==> src/rtl/qcc_pkg.sv <==
package qcc_pkg;

  typedef enum logic [1:0] {
    RES_X1 = 2'b00,
    RES_X2 = 2'b01,
    RES_X4 = 2'b10
  } res_e;

  typedef enum logic [1:0] {
    STEP_NONE = 2'b00,
    STEP_FWD  = 2'b01,
    STEP_REV  = 2'b10,
    STEP_BAD  = 2'b11
  } step_e;

  function automatic res_e decode_res(input logic [1:0] m);
    case (m)
      2'b00:   return RES_X1;
      2'b01:   return RES_X2;
      default: return RES_X4;
    endcase
  endfunction

  // state bits are {A,B}; forward cycle 00->10->11->01->00
  function automatic step_e classify(input logic [1:0] prv, input logic [1:0] cur);
    logic [1:0] fwd_next;
    case (prv)
      2'b00:   fwd_next = 2'b10;
      2'b10:   fwd_next = 2'b11;
      2'b11:   fwd_next = 2'b01;
      default: fwd_next = 2'b00;
    endcase
    if (cur == prv)            return STEP_NONE;
    if ((cur ^ prv) == 2'b11)  return STEP_BAD;
    if (cur == fwd_next)       return STEP_FWD;
    return STEP_REV;
  endfunction

endpackage

==> src/rtl/qcc_sync.sv <==
module qcc_sync #(
  parameter int W      = 2,
  parameter int STAGES = 2
) (
  input  logic         clk,
  input  logic         rst_n,
  input  logic [W-1:0] d_async,
  output logic [W-1:0] d_sync
);
  logic [W-1:0] stage_q [STAGES];

  generate
    for (genvar s = 0; s < STAGES; s++) begin : g_stage
      if (s == 0) begin : g_first
        always_ff @(posedge clk) begin
          if (!rst_n) stage_q[s] <= '0;
          else        stage_q[s] <= d_async;
        end
      end else begin : g_next
        always_ff @(posedge clk) begin
          if (!rst_n) stage_q[s] <= '0;
          else        stage_q[s] <= stage_q[s-1];
        end
      end
    end
  endgenerate

  assign d_sync = stage_q[STAGES-1];
endmodule

==> src/rtl/qcc_filter.sv <==
module qcc_filter #(
  parameter int CW = 8
) (
  input  logic          clk,
  input  logic          rst_n,
  input  logic          din,
  input  logic          hold,
  input  logic [CW-1:0] val_cycles,
  output logic          level
);
  localparam int XW = CW + 1;

  logic [CW-1:0] run_q;
  logic [XW-1:0] limit;
  logic [XW-1:0] run_next;

  always_comb begin
    limit    = (val_cycles == '0) ? XW'(1) : {1'b0, val_cycles};
    run_next = {1'b0, run_q} + XW'(1);
  end

  always_ff @(posedge clk) begin
    if (!rst_n) begin
      run_q <= '0;
      level <= 1'b0;
    end else if (hold || (din == level)) begin
      run_q <= '0;
    end else if (run_next >= limit) begin
      level <= din;
      run_q <= '0;
    end else begin
      run_q <= run_next[CW-1:0];
    end
  end
endmodule

==> src/rtl/qcc_decode.sv <==
module qcc_decode
  import qcc_pkg::*;
(
  input  logic       clk,
  input  logic       rst_n,
  input  logic [1:0] cur,
  input  logic [1:0] res_mode,
  output logic       pend,
  output logic       fire,
  output logic       fire_up,
  output logic       err_q
);
  logic [1:0] prev_q;
  step_e      step;
  res_e       res;
  logic       gate_ok;

  always_comb begin
    step = classify(prev_q, cur);
    res  = decode_res(res_mode);
    case (res)
      RES_X1:  gate_ok = !prev_q[1] && cur[1];
      RES_X2:  gate_ok = prev_q[1] ^ cur[1];
      default: gate_ok = 1'b1;
    endcase
    pend    = (cur != prev_q);
    fire    = ((step == STEP_FWD) || (step == STEP_REV)) && gate_ok;
    fire_up = (step == STEP_FWD);
  end

  always_ff @(posedge clk) begin
    if (!rst_n) begin
      prev_q <= 2'b00;
      err_q  <= 1'b0;
    end else begin
      prev_q <= cur;
      err_q  <= (step == STEP_BAD);
    end
  end
endmodule

==> src/rtl/qcc_pulse.sv <==
module qcc_pulse #(
  parameter int PW_W = 16
) (
  input  logic            clk,
  input  logic            rst_n,
  input  logic            fire,
  input  logic            fire_up,
  input  logic            combined,
  input  logic [PW_W-1:0] pulse_cycles,
  output logic            busy,
  output logic            up_n,
  output logic            dn_n,
  output logic            cnt_clk_n,
  output logic            cnt_dir
);
  logic [PW_W-1:0] left_q;
  logic            is_up_q;
  logic            comb_q;
  logic [PW_W-1:0] load_val;

  always_comb begin
    load_val = (pulse_cycles == '0) ? '0 : pulse_cycles - PW_W'(1);
  end

  always_ff @(posedge clk) begin
    if (!rst_n) begin
      busy    <= 1'b0;
      left_q  <= '0;
      is_up_q <= 1'b1;
      comb_q  <= 1'b0;
      cnt_dir <= 1'b1;
    end else if (fire && !busy) begin
      busy    <= 1'b1;
      left_q  <= load_val;
      is_up_q <= fire_up;
      comb_q  <= combined;
      cnt_dir <= fire_up;
    end else if (busy) begin
      if (left_q == '0) busy <= 1'b0;
      else              left_q <= left_q - PW_W'(1);
    end
  end

  always_comb begin
    up_n      = !(busy && !comb_q && is_up_q);
    dn_n      = !(busy && !comb_q && !is_up_q);
    cnt_clk_n = !(busy && comb_q);
  end
endmodule

==> src/rtl/quad_clk_conv.sv <==
module quad_clk_conv #(
  parameter int VAL_W = 8,
  parameter int PW_W  = 16
) (
  input  logic             clk,
  input  logic             rst_n,
  input  logic             enc_a,
  input  logic             enc_b,
  input  logic [1:0]       res_mode,
  input  logic             combined,
  input  logic [VAL_W-1:0] val_cycles,
  input  logic [PW_W-1:0]  pulse_cycles,
  output logic             up_n,
  output logic             dn_n,
  output logic             cnt_clk_n,
  output logic             cnt_dir,
  output logic             step_err
);
  localparam int NLINES = 2;

  logic [NLINES-1:0] raw_ab;
  logic [NLINES-1:0] sync_ab;
  logic [NLINES-1:0] filt_ab;
  logic              pend;
  logic              fire;
  logic              fire_up;
  logic              busy;
  logic              hold;

  assign raw_ab = {enc_a, enc_b};
  assign hold   = busy || pend;

  qcc_sync #(.W(NLINES), .STAGES(2)) u_sync (
    .clk     (clk),
    .rst_n   (rst_n),
    .d_async (raw_ab),
    .d_sync  (sync_ab)
  );

  generate
    for (genvar i = 0; i < NLINES; i++) begin : g_line
      qcc_filter #(.CW(VAL_W)) u_filt (
        .clk        (clk),
        .rst_n      (rst_n),
        .din        (sync_ab[i]),
        .hold       (hold),
        .val_cycles (val_cycles),
        .level      (filt_ab[i])
      );
    end
  endgenerate

  qcc_decode u_dec (
    .clk      (clk),
    .rst_n    (rst_n),
    .cur      (filt_ab),
    .res_mode (res_mode),
    .pend     (pend),
    .fire     (fire),
    .fire_up  (fire_up),
    .err_q    (step_err)
  );

  qcc_pulse #(.PW_W(PW_W)) u_pulse (
    .clk          (clk),
    .rst_n        (rst_n),
    .fire         (fire),
    .fire_up      (fire_up),
    .combined     (combined),
    .pulse_cycles (pulse_cycles),
    .busy         (busy),
    .up_n         (up_n),
    .dn_n         (dn_n),
    .cnt_clk_n    (cnt_clk_n),
    .cnt_dir      (cnt_dir)
  );
endmodule

==> config.mk <==
export PLATFORM = sky130hd
export DESIGN_NAME = quad_clk_conv
export DESIGN_NICKNAME = d
export VERILOG_FILES = /design/src/rtl/qcc_pkg.sv /design/src/rtl/qcc_sync.sv /design/src/rtl/qcc_filter.sv /design/src/rtl/qcc_decode.sv /design/src/rtl/qcc_pulse.sv /design/src/rtl/quad_clk_conv.sv
export SDC_FILE = /design/constraint.sdc
export NUM_CORES = 1
export LEC_CHECK = 0
export ABC_AREA = 0
export BUFFER_PORTS_ARGS = -buffer_cell sky130_fd_sc_hd__buf_2
export CAP_MARGIN = 40
export CORE_MARGIN = 5
export CORE_UTILIZATION = 35
export CTS_CLUSTER_DIAMETER = 60
export DETAILED_ROUTE_END_ITERATION = 8
export PLACE_DENSITY = 0.59
export SYNTH_ARGS = -nofsm -noshare
export SYNTH_HDL_FRONTEND = slang
export SYNTH_SLANG_ARGS = --single-unit
export TNS_END_PERCENT = 1
==> constraint.sdc <==
create_clock -name clk -period 6.32 [get_ports clk]
set_input_delay 1.58 -clock clk [delete_from_list [all_inputs] [get_ports clk]]
set_output_delay 1.58 -clock clk [all_outputs]
set_load 0.01 [all_outputs]
==> results.txt <==
The number of antenna violations at the first check in global routing came to 0. The first-pass GRT wire length came out at 10,650 um. TritonCTS built the clock tree. The clock passes through at most 2 buffers. The cell row count came out at 32. Summed over all nets, the switching power comes to 0.1206 mW. The total wire length came out at 6230 um.

In this run the remaining antenna-violating nets after routing total 0. Setup repair after global routing left no endpoint under its margin. The tightest slew margin relative to the limit came out at 52.89%. Once placement finished, the instance area stood at 0.003107 mm^2. Data on the critical path is required at its endpoint by 6540 ps. The cell count after placement is 469. By area the synthesized netlist is led by sky130_fd_sc_hd__dfxtp_1 (31%), sky130_fd_sc_hd__ha_1 (10%), sky130_fd_sc_hd__xor2_1 (5.5%), sky130_fd_sc_hd__xnor2_1 (4.9%), sky130_fd_sc_hd__nor2_1 (4.1%). Summed over all instances, the cell type with the most area after synthesis is sky130_fd_sc_hd__dfxtp_1.

After clock tree synthesis, the flow added hold-fix buffers numbering 0. The number of global-route vias before repair is 2,426. The largest net degree at the start of global routing is 32. The start-to-end type of the worst setup path is in -> reg. The fraction of power consumed by sequential logic came out at 55.3%. The internal power summed over all cells came out at 0.3857 mW. The number of buffers added for setup after CTS is 0.

The run finished with clean final reports. The floorplan step set the die height to 100.1 um. The max-slew violation count is 0. The minimum setup slack after placement came out at 2652 ps.

The min-delay analysis places its worst path in the category reg -> reg. Using the TritonRoute via totals, the vias-per-cell ratio works out to 5.082. Once layout is complete, the cells apart from fillers number 477. The leftover overflow at the end of global routing is 0. By instance count, the leading cell after synthesis is sky130_fd_sc_hd__dfxtp_1. The clock-pin slew of the registers on the worst-case setup and hold paths came out at 80 ps. The number of synthesized register bits came out at 44. After legalization and detailed placement, the total HPWL measured 4851 um. Along the worst path, the maximum fanout reaches 8. The final hold violation count came out at 0. Max-cap violations in this run came to 0. The DRC violations left is 0.

In this run the horizontal extent of the chip is 100.1 um. The worst-case vdd ir drop came out at 0.08469 mV. STA classifies the critical path endpoint as a register.

The smallest setup slack after layout is 2986 ps. The number of inserted diodes is 0. Clock latency on the worst-skew pair, taken at its later pin, is 290 ps. The synthesis-to-finish area growth is 12.54%. The share of synthesized flip-flops with an asynchronous set or reset came out at 0%. Dividing the synthesized area by the synthesized cell count gives 8.386 um^2. The static power due to leakage came out at 1.441 nW. The critical path data arrival time is 3550 ps. The cell area after layout came out at 0.003199 mm^2.

The total of warnings raised by yosys came out at 0. The ratio of final minimum period to clock period is 52.76%. The first TritonRoute pass finished after 4 iterations. The setup-violating endpoint count in the final report is 0. The accumulated negative setup slack is 0 ps.

The sequential cell area fraction in the yosys report is 30.99%. The area enclosed by the die boundary is 0.01002 mm^2. In this run the standard cell core region covers 0.007807 mm^2.

The initial core utilization came out at 36.41%. Global routing consumed, over all layers together, 12.83% of the routing resources. The tree is rooted in a sky130_fd_sc_hd__clkbuf_8. The mapped netlist covers 0.002843 mm^2. The number of distinct standard cells referenced by the synthesized netlist came out at 54. The average wire per cell in the routed design is 13.06 um. The routability-driven placement congestion ratio came out at 0.8207. When the netlist entered floorplanning its net count stood at 393. The clock tree synthesis step divided the H-tree into 2 levels. The number of enable flip-flop cells after synthesis is 0.

TritonCTS created 5 clock buffers. The count of boundary I/O pins is 36. After synthesis, the most frequently instantiated cells are sky130_fd_sc_hd__dfxtp_1 (44), sky130_fd_sc_hd__nor2_1 (31), sky130_fd_sc_hd__inv_1 (26). The combinational share of power is 8.8%.

The proportion of total power due to net switching is 23.83%. The clock network power share came out at 35.9%. Timing would allow up to 299.9 MHz. STA classifies the critical path startpoint as a primary input. The routed design could run at a clock period as short as 3334 ps. The worst clock skew is 8.262 ps. On the final layout, the worst hold slack is 437.8 ps.

The power per cell area is 158.3 mW/mm^2. The total vias in the final route came out at 2,424. The fraction of synthesized cell area taken by the top area cell type is 30.99%. The number of cells produced by synthesis is 339. In the final layout, the share of cells above drive strength 1 is 13.87%.

The final layout net count is 428. The number of gates resized after cts is 0. The DRC violation total after the first TritonRoute iteration came out at 85.

For the pin with the worst max-slew slack, the measured transition is 706.7 ps. The predominant post-synthesis flop cell is sky130_fd_sc_hd__dfxtp_1. The count of port buffers added during placement is 35.

The clock sink total came out at 44.
[registers in the layout, indices dropped and copies added, names as in the netlist]
signal / count
u_sync.stage_q: 4
u_pulse.left_q: 16
u_pulse.cnt_dir: 1
u_pulse.busy: 1
g_line.u_filt.level: 2
u_dec.err_q: 1
g_line.u_filt.run_q: 16
u_pulse.comb_q: 1
u_dec.prev_q: 2
[layout make-up]
class | count | area, um^2
multi-input cells | 262 | 1826
flip-flops and latches | 44 | 880.8
clock buffers | 6 | 82.58
fillers | 826 | 4608
clock inverters | 2 | 10.01
inverters | 26 | 97.59
well taps | 102 | 127.6
repair buffers | 35 | 175.2
[worst max-delay path: stages]
cell                       delay, ps
sky130_fd_sc_hd__buf_2           100
sky130_fd_sc_hd__nor4_1          270
sky130_fd_sc_hd__a41o_1          230
sky130_fd_sc_hd__ha_1            220
sky130_fd_sc_hd__nand2b_1        140
sky130_fd_sc_hd__a21o_1          170
sky130_fd_sc_hd__a21oi_1         140
sky130_fd_sc_hd__o221a_2         220
sky130_fd_sc_hd__nand4_1         280
sky130_fd_sc_hd__nor2b_1         200
[path summary, 6_finish.rpt]
path,from,end,slack [ps],cells after the start
max,val_cycles[5],g_line[1].u_filt.run_q[3],2990,10
min,u_sync.stage_q[0][1],u_sync.stage_q[1][1],440,1
max reg2reg,u_dec.prev_q[1],u_pulse.left_q[7],3710,8
min reg2reg,u_sync.stage_q[0][1],u_sync.stage_q[1][1],440,1
[per-stage QoR]
step	total power, mW	utilization [%]
after floorplan	0.3114	-
after global placement	0.3307	39.79
after detailed placement	0.3314	39.79
after CTS	0.5177	40.98
after global routing	0.5334	40.98
final	0.5064	40.98
[cells by family after synthesis]
kind of cell               Yosys count  share of synthesized area (%)
xor gates and xnor gates            34                          10.48
buffers and inverters               33                          4.797
adders and majority gates           23                          10.12
and+or+nand+nor                    134                          25.66
AOI/OAI and AO/OA                   69                          17.25
muxes                                2                         0.7043
DFF                                 44                          30.99
[layer usage]
metal  wire (um)  vias to the layer above  track usage, %
li1            -                     1271               -
met1        2868                     1095           15.54
met2        3029                       51           23.04
met3         250                        7           2.571
met4          81                        0           3.316
met5           0                        -               0
[power groups by stage]
stage	logic, mW	registers (mW)	clock network, mW
2_1_floorplan	0.0251	0.286	0
3_3_place_gp	0.0440	0.287	0
3_5_place_dp	0.0447	0.287	0
4_1_cts	0.0449	0.280	0.193
5_1_grt	0.0507	0.280	0.202
6_report	0.0443	0.280	0.182
[cells in the final DEF, fill, tap and decap left out, drive strengths merged, types with 3 or more instances in the layout]
cell type | netlist | routed
nor2 | 31 | 31
a21o | 6 | 6
buf | 3 | 35
nor3b | 3 | 3
nand4 | 6 | 6
xnor2 | 16 | 16
inv | 26 | 26
o22ai | 7 | 7
o21ai | 18 | 18
dfxtp | 44 | 44
nor2b | 15 | 15
and3 | 4 | 4
xor2 | 18 | 18
nand3 | 16 | 16
a31oi | 5 | 5
and2 | 8 | 8
nand2 | 25 | 25
clkbuf | 4 | 6
nor4 | 5 | 5
a21oi | 14 | 14
nor3 | 8 | 8
ha | 23 | 23
nand3b | 4 | 4
Power figures use the tool's default switching activity.
